File: src/rtl/jit_pkg.sv
package jit_pkg;
  localparam int          LFSR_W      = 32;
  localparam logic [31:0] LFSR_TAPS   = 32'h8020_0003;
  localparam logic [31:0] LFSR_SEED   = 32'h1D0C_5A37;
  localparam int          SUM_TERMS   = 12;
  localparam int          BYTES_TICK  = 4;
  localparam int          DRAW_TICKS  = SUM_TERMS / BYTES_TICK;
  localparam int          SUM_MEAN    = 1530;
endpackage

File: src/rtl/jit_lfsr.sv
module jit_lfsr #(
  parameter int          W     = 32,
  parameter logic [W-1:0] TAPS = '1,
  parameter logic [W-1:0] SEED = 1,
  parameter int          STEP  = 32
) (
  input  logic         clk,
  input  logic         rst_n,
  output logic [W-1:0] state
);
  function automatic logic [W-1:0] leap(input logic [W-1:0] s);
    logic [W-1:0] v;
    v = s;
    for (int i = 0; i < STEP; i++) v = v[0] ? ((v >> 1) ^ TAPS) : (v >> 1);
    return v;
  endfunction

  always_ff @(posedge clk) begin
    if (!rst_n) state <= SEED;
    else        state <= leap(state);
  end

  // the generator must never lock up in the all-zero state
  a_r7_lfsr_alive: assert property (@(posedge clk) disable iff (!rst_n) state != '0);
endmodule

File: src/rtl/jit_gauss.sv
module jit_gauss import jit_pkg::*; #(
  parameter int OSR     = 16,
  parameter int SIGMA_W = 8,
  parameter int SHIFT   = 12,
  parameter int PH_W    = $clog2(OSR),
  parameter int OFF_W   = PH_W + 1
) (
  input  logic                    clk,
  input  logic                    rst_n,
  input  logic [PH_W-1:0]         ph,
  input  logic [SIGMA_W-1:0]      sigma,
  output logic signed [OFF_W-1:0] off
);
  localparam int CLAMP = OSR / 2 - 1;
  localparam int BS_W  = 10;
  localparam int ACC_W = 12;

  logic [LFSR_W-1:0] rnd;
  logic [BS_W-1:0]   bsum;
  logic [ACC_W-1:0]  acc;
  logic signed [OFF_W-1:0] off_next;

  jit_lfsr #(.W(LFSR_W), .TAPS(LFSR_TAPS), .SEED(LFSR_SEED), .STEP(LFSR_W)) u_lfsr (
    .clk(clk), .rst_n(rst_n), .state(rnd)
  );

  always_comb begin
    bsum = '0;
    for (int b = 0; b < BYTES_TICK; b++) bsum = bsum + BS_W'(rnd[8*b +: 8]);
  end

  always_comb begin
    int centred, prod, scaled;
    centred = int'(acc) - SUM_MEAN;
    prod    = centred * int'(sigma);
    scaled  = (prod + (1 <<< (SHIFT - 1))) >>> SHIFT;
    if (scaled > CLAMP)  scaled = CLAMP;
    if (scaled < -CLAMP) scaled = -CLAMP;
    off_next = OFF_W'(scaled);
  end

  always_ff @(posedge clk) begin
    if (!rst_n) begin
      acc <= '0;
      off <= '0;
    end else begin
      if (ph == '0)                        acc <= ACC_W'(bsum);
      else if (int'(ph) < DRAW_TICKS)      acc <= acc + ACC_W'(bsum);
      if (int'(ph) == DRAW_TICKS)          off <= off_next;
    end
  end

  // a drawn offset never leaves the no-crossing window
  a_r5_offset_clamped: assert property (@(posedge clk) disable iff (!rst_n)
    (int'(off) <= CLAMP) && (int'(off) >= -CLAMP));
  // a draw taken with zero sigma yields a zero offset
  a_r4_zero_sigma: assert property (@(posedge clk) disable iff (!rst_n)
    (int'(ph) == DRAW_TICKS && sigma == '0) |=> off == '0);
endmodule

File: src/rtl/jit_fifo.sv
module jit_fifo #(
  parameter int DEPTH = 8,
  parameter int AW    = $clog2(DEPTH)
) (
  input  logic        clk,
  input  logic        rst_n,
  input  logic        push,
  input  logic        din,
  input  logic        pop,
  output logic        dout,
  output logic        full,
  output logic        empty,
  output logic [AW:0] count
);
  logic [DEPTH-1:0] mem;
  logic [AW-1:0]    wp, rp;

  assign full  = (count == (AW+1)'(DEPTH));
  assign empty = (count == '0);
  assign dout  = mem[rp];

  always_ff @(posedge clk) begin
    if (!rst_n) begin
      wp <= '0; rp <= '0; count <= '0; mem <= '0;
    end else begin
      if (push) begin
        mem[wp] <= din;
        wp      <= wp + 1'b1;
      end
      if (pop) rp <= rp + 1'b1;
      case ({push, pop})
        2'b10:   count <= count + 1'b1;
        2'b01:   count <= count - 1'b1;
        default: count <= count;
      endcase
    end
  end

  // the store never holds more than its depth
  a_r1_no_overflow: assert property (@(posedge clk) disable iff (!rst_n)
    count <= (AW+1)'(DEPTH));
  // a read is never taken from an empty store
  a_r2_no_empty_read: assert property (@(posedge clk) disable iff (!rst_n)
    pop |-> count != '0);
endmodule

File: src/rtl/jit_injector.sv
module jit_injector import jit_pkg::*; #(
  parameter int OSR     = 16,
  parameter int DEPTH   = 8,
  parameter int SIGMA_W = 8,
  parameter int SHIFT   = 12
) (
  input  logic               clk,
  input  logic               rst_n,
  input  logic               in_valid,
  output logic               in_ready,
  input  logic               in_bit,
  input  logic [SIGMA_W-1:0] sigma,
  output logic               out_line,
  output logic               out_start,
  output logic               overflow,
  output logic               underflow
);
  localparam int PH_W  = $clog2(OSR);
  localparam int OFF_W = PH_W + 1;
  localparam int AW    = $clog2(DEPTH);
  localparam int PRIME = DEPTH / 2;
  localparam int MID   = OSR / 2;

  initial begin
    assert (OSR >= 8 && (OSR & (OSR - 1)) == 0);
  end

  logic [PH_W-1:0]         ph;
  logic signed [OFF_W-1:0] gen_off, cur_off;
  logic                    started;
  logic                    push, pop, edge_due;
  logic                    f_dout, f_full, f_empty;
  logic [AW:0]             f_count;

  jit_gauss #(.OSR(OSR), .SIGMA_W(SIGMA_W), .SHIFT(SHIFT), .PH_W(PH_W), .OFF_W(OFF_W)) u_gauss (
    .clk(clk), .rst_n(rst_n), .ph(ph), .sigma(sigma), .off(gen_off)
  );

  jit_fifo #(.DEPTH(DEPTH), .AW(AW)) u_fifo (
    .clk(clk), .rst_n(rst_n), .push(push), .din(in_bit), .pop(pop),
    .dout(f_dout), .full(f_full), .empty(f_empty), .count(f_count)
  );

  assign in_ready = !f_full;
  assign overflow = in_valid && f_full;
  assign push     = in_valid && !f_full;

  // Late edge of this grid point fires after it; early edge of the next fires before it.
  always_comb begin
    logic late_hit, early_hit;
    late_hit  = (int'(cur_off) >= 0) && (int'(ph) == int'(cur_off));
    early_hit = (int'(gen_off) < 0)  && (int'(ph) == OSR + int'(gen_off));
    edge_due  = started && (late_hit || early_hit);
  end

  assign pop = edge_due && !f_empty;

  always_ff @(posedge clk) begin
    if (!rst_n) begin
      ph        <= '0;
      cur_off   <= '0;
      started   <= 1'b0;
      out_line  <= 1'b0;
      out_start <= 1'b0;
      underflow <= 1'b0;
    end else begin
      ph <= ph + 1'b1;
      if (int'(ph) == OSR - 1) cur_off <= gen_off;
      if (!started && int'(ph) == MID && int'(f_count) >= PRIME) started <= 1'b1;
      out_start <= pop;
      underflow <= edge_due && f_empty;
      if (pop) out_line <= f_dout;
    end
  end

  // two bit starts never sit on adjacent ticks
  a_r3_edge_spacing: assert property (@(posedge clk) disable iff (!rst_n)
    out_start |=> !out_start);
  // the line moves only with a bit start
  a_r6_line_hold: assert property (@(posedge clk) disable iff (!rst_n)
    !out_start |-> $stable(out_line));
  // a starved edge is never also a bit start
  a_r8_starve_excl: assert property (@(posedge clk) disable iff (!rst_n)
    $onehot0({out_start, underflow}));
  // nothing is emitted before priming
  a_r2_primed: assert property (@(posedge clk) disable iff (!rst_n)
    !started |=> !out_start);
endmodule

File: config.mk
export PLATFORM = sky130hd
export DESIGN_NAME = jit_injector
export DESIGN_NICKNAME = d
export VERILOG_FILES = /design/src/rtl/jit_pkg.sv /design/src/rtl/jit_lfsr.sv /design/src/rtl/jit_gauss.sv /design/src/rtl/jit_fifo.sv /design/src/rtl/jit_injector.sv
export SDC_FILE = /design/constraint.sdc
export NUM_CORES = 1
export LEC_CHECK = 0
export ABC_AREA = 1
export ABC_CLOCK_PERIOD_IN_PS = 6600
export BUFFER_PORTS_ARGS = -buffer_cell sky130_fd_sc_hd__clkbuf_2
export CORE_MARGIN = 2
export CORE_UTILIZATION = 45
export DETAILED_ROUTE_END_ITERATION = 8
export GPL_ROUTABILITY_DRIVEN = 0
export PLACE_DENSITY = 0.62
export SLEW_MARGIN = 30
export SYNTH_ARGS = -nofsm -noshare
export SYNTH_HDL_FRONTEND = slang
export SYNTH_SLANG_ARGS = --single-unit
File: constraint.sdc
create_clock -name clk -period 6.6 [get_ports clk]
set_clock_uncertainty 0.15 [all_clocks]
set_input_delay 0.66 -clock clk [delete_from_list [all_inputs] [get_ports clk]]
set_output_delay 0.66 -clock clk [all_outputs]
set_load 0.02 [all_outputs]
==> impl_metrics.json <==
{
  "status": "finished, violations left",
  "violations": "setup timing",
  "stdcell_count": 1698,
  "ff2ff_path_depth": 45,
  "synth-async-reset-ratio_pct": 0,
  "min_delay_path_depth": 2,
  "setup_violations": 3,
  "cts_root_buf": "clkbuf_16",
  "ys_types": 45,
  "antenna_found_initial": 0,
  "wl_per_cell_um": 13.05,
  "diodes": 0,
  "fin_crit_sh_pct": 104.4,
  "die_x_um": 152.0,
  "whs_endpoint": "cur_off[4]",
  "drv_cap": 0,
  "fp.dieH_um": 152.0,
  "worst_pin_slew_ps": 907.1,
  "clk_path_buf_depth": 2,
  "cp.arrival_ps": 6990,
  "grt_pass1_vias": 8335,
  "cts_max_level": 3,
  "reg2reg_to": "u_gauss.off[0]",
  "ff2ff_setup_slack_ps": -290,
  "drt_iter0_drc": 377,
  "drive_gt1_share_pct": 17.35,
  "end_kind": "register",
  "grt_usage_pct": 20.27,
  "start_kind": "register",
  "synth_top_flop_cell": "dfxtp_1",
  "fin_area_mm2": 0.01138,
  "vias_per_cell": 4.873,
  "nets": 1618,
  "clock_latency_ps": 350,
  "crit_fanout": 5,
  "ios": 17,
  "busiest_layer": "met2",
  "slowest_delay_ps": 580,
  "initial_utilization_pct": 45.43,
  "rsz0062_at_grt": "yes",
  "cts_tree": "built",
  "final.min_clock_period_ps": 6892,
  "routed_wl_um": 22160,
  "drtPass1Iterations": 5,
  "vias": 8274,
  "ys_ff_latch": 80,
  "io_buffers": 16,
  "fmax_mhz": 145.1,
  "syn2layout_area_growth_pct": 15.52,
  "syn-num-nets": 1523,
  "grtUsageMet2_pct": 35.41,
  "critPathRequiredTime_ps": 6690,
  "drc": 0,
  "hpwl_um": 18430,
  "core_area_mm2": 0.02169,
  "worstSetupPathType": "register to register",
  "final.setup.worst_slack_ps": -292.1,
  "min_from": "cur_off[4]",
  "cts_buffers": 9,
  "placed_cells": 1672,
  "crit_top_cell": "nand2_1",
  "grt_pass1_wl_um": 38830,
  "clock_sink_count": 80,
  "final_hold_viol_count": 0,
  "synth_edf_count": 0,
  "whs_ps": 310.0,
  "grt_overflow": 0,
  "min_path_type": "register to register",
  "grt_start_max_net_pins": 42,
  "use_met1_pct": 25.95,
  "clkTransAtPathRegs_ps": 70,
  "hold_buffers": 0,
  "synth_warnings": 0,
  "antenna_left": 0,
  "max_slew_margin_pct": 39.52,
  "synthCells": 1318,
  "crit_path_top_delay_cell": "fa_2",
  "slew_viol_final": 0,
  "placed_cell_area_mm2": 0.01083,
  "ys_seq_area_share_pct": 16.25,
  "syn_area_per_cell_um2": 7.476,
  "syn_area_mm2": 0.009853,
  "fp-row-count": 54,
  "grt_util_met3_pct": 3.223,
  "die_area_mm2": 0.02309,
  "mostFrequentLayoutCells": "inv_1 (275), nand2_1 (213), nor2_1 (114)",
  "r2r_start": "u_gauss.acc[1]",
  "final_common_cell": "inv_1",
  "pre_cts_ws_ps": -534.5
}
[cells in the mapped netlist (3+ instances only)]
cell	number	share of area [%]
inv_1	282	11
nand2_1	219	8.3
nor2_1	119	4.5
fa_1	99	20
ha_1	94	12
dfxtp_1	80	16
nand3_1	80	4.1
a21oi_1	78	4.0
o21ai_0	56	2.8
nand2_2	35	2.2
xor2_1	34	3.0
clkbuf_1	18	0.69
nand3_2	17	1.7
nand2_4	15	1.7
xnor2_1	15	1.3
nor3_1	8	0.41
o21bai_1	7	0.53
inv_2	6	0.23
a221oi_1	5	0.44
a31oi_1	5	0.32
or2_2	5	0.32
nand3b_1	4	0.30
nand4_1	4	0.25
xnor3_1	4	0.91
nand3_4	3	0.53
[worst max-delay path, delay by kind of cell, from the launching register on]
family / cells / cell delay, ps
AND/OR/NAND/NOR: 21 / 1850
AO/OA/AOI/OAI: 8 / 1070
flip-flops: 1 / 350
XOR/XNOR: 1 / 150
buffers and inverters: 8 / 460
adder cells (fa/ha/maj): 7 / 2750
[layout make-up]
type	instances	area (µm²)
multi-input cells	928	7238
clock buffers	9	225.2
flip-flops and latches	80	1607
inverters	290	1096
repair buffers	104	740.7
clock inverters	7	125.1
fillers	2076	10310
well taps	280	350.3
[metrics by stage]
step                      TNS [ps]  util [%]
after floorplan             -366.8         -
after global placement       -1067     49.95
after detailed placement     -1439     49.95
after CTS                   -727.3     51.90
after global routing         -3003     52.48
final                       -715.3     52.48
[timing repair]
| action | 4_1_cts | 5_1_grt |
|---|---|---|
| hold endpoints to repair | 0 | 0 |
| endpoints found under the setup margin | 3 | 5 |
| pin swaps | 22 | 13 |
| resized for setup | 14 | 19 |
| setup buffers | 5 | 5 |
[worst max-delay path by stage]
stage	startpoint	to	slack, ps	depth (start not counted)
3_3_place_gp	u_gauss.acc[2]	u_gauss.off[0]	-370	47
3_5_place_dp	u_gauss.acc[2]	u_gauss.off[0]	-530	47
6_report	u_gauss.acc[1]	u_gauss.off[0]	-290	45
4_1_cts	u_gauss.acc[1]	u_gauss.off[0]	-290	47
5_1_grt	u_gauss.acc[1]	u_gauss.off[0]	-850	45
2_1_floorplan	u_gauss.acc[1]	u_gauss.off[0]	-180	47
[layer usage]
layer  routed length, µm  share of wire [%]
met1               10210                 46
met5                   0                  0
met4                 438                2.0
met3                 609                2.7
met2               10900                 49
[kinds of logic after synthesis]
kind of cell             share of synthesized area, %
AND/OR/NAND/NOR                                 24.81
buffers and inverters                           11.91
adder cells (fa/ha/maj)                         32.05
AO/OA/AOI/OAI                                   9.206
flip-flops                                      16.25
XOR/XNOR                                        5.765
[state kept, by name, summed over array words and instances, names as in the netlist]
register and flops:
u_gauss.u_lfsr.state 32, out_start 1, u_fifo.count 4, underflow 1, u_fifo.rp 3, u_gauss.acc 12, ph 4, u_gauss.off 5
out_line 1, u_fifo.wp 3, started 1, u_fifo.mem 8, cur_off 5
Power is not shown: default switching activity piles up to over one toggle a cycle in this logic, so the estimate is an artifact.
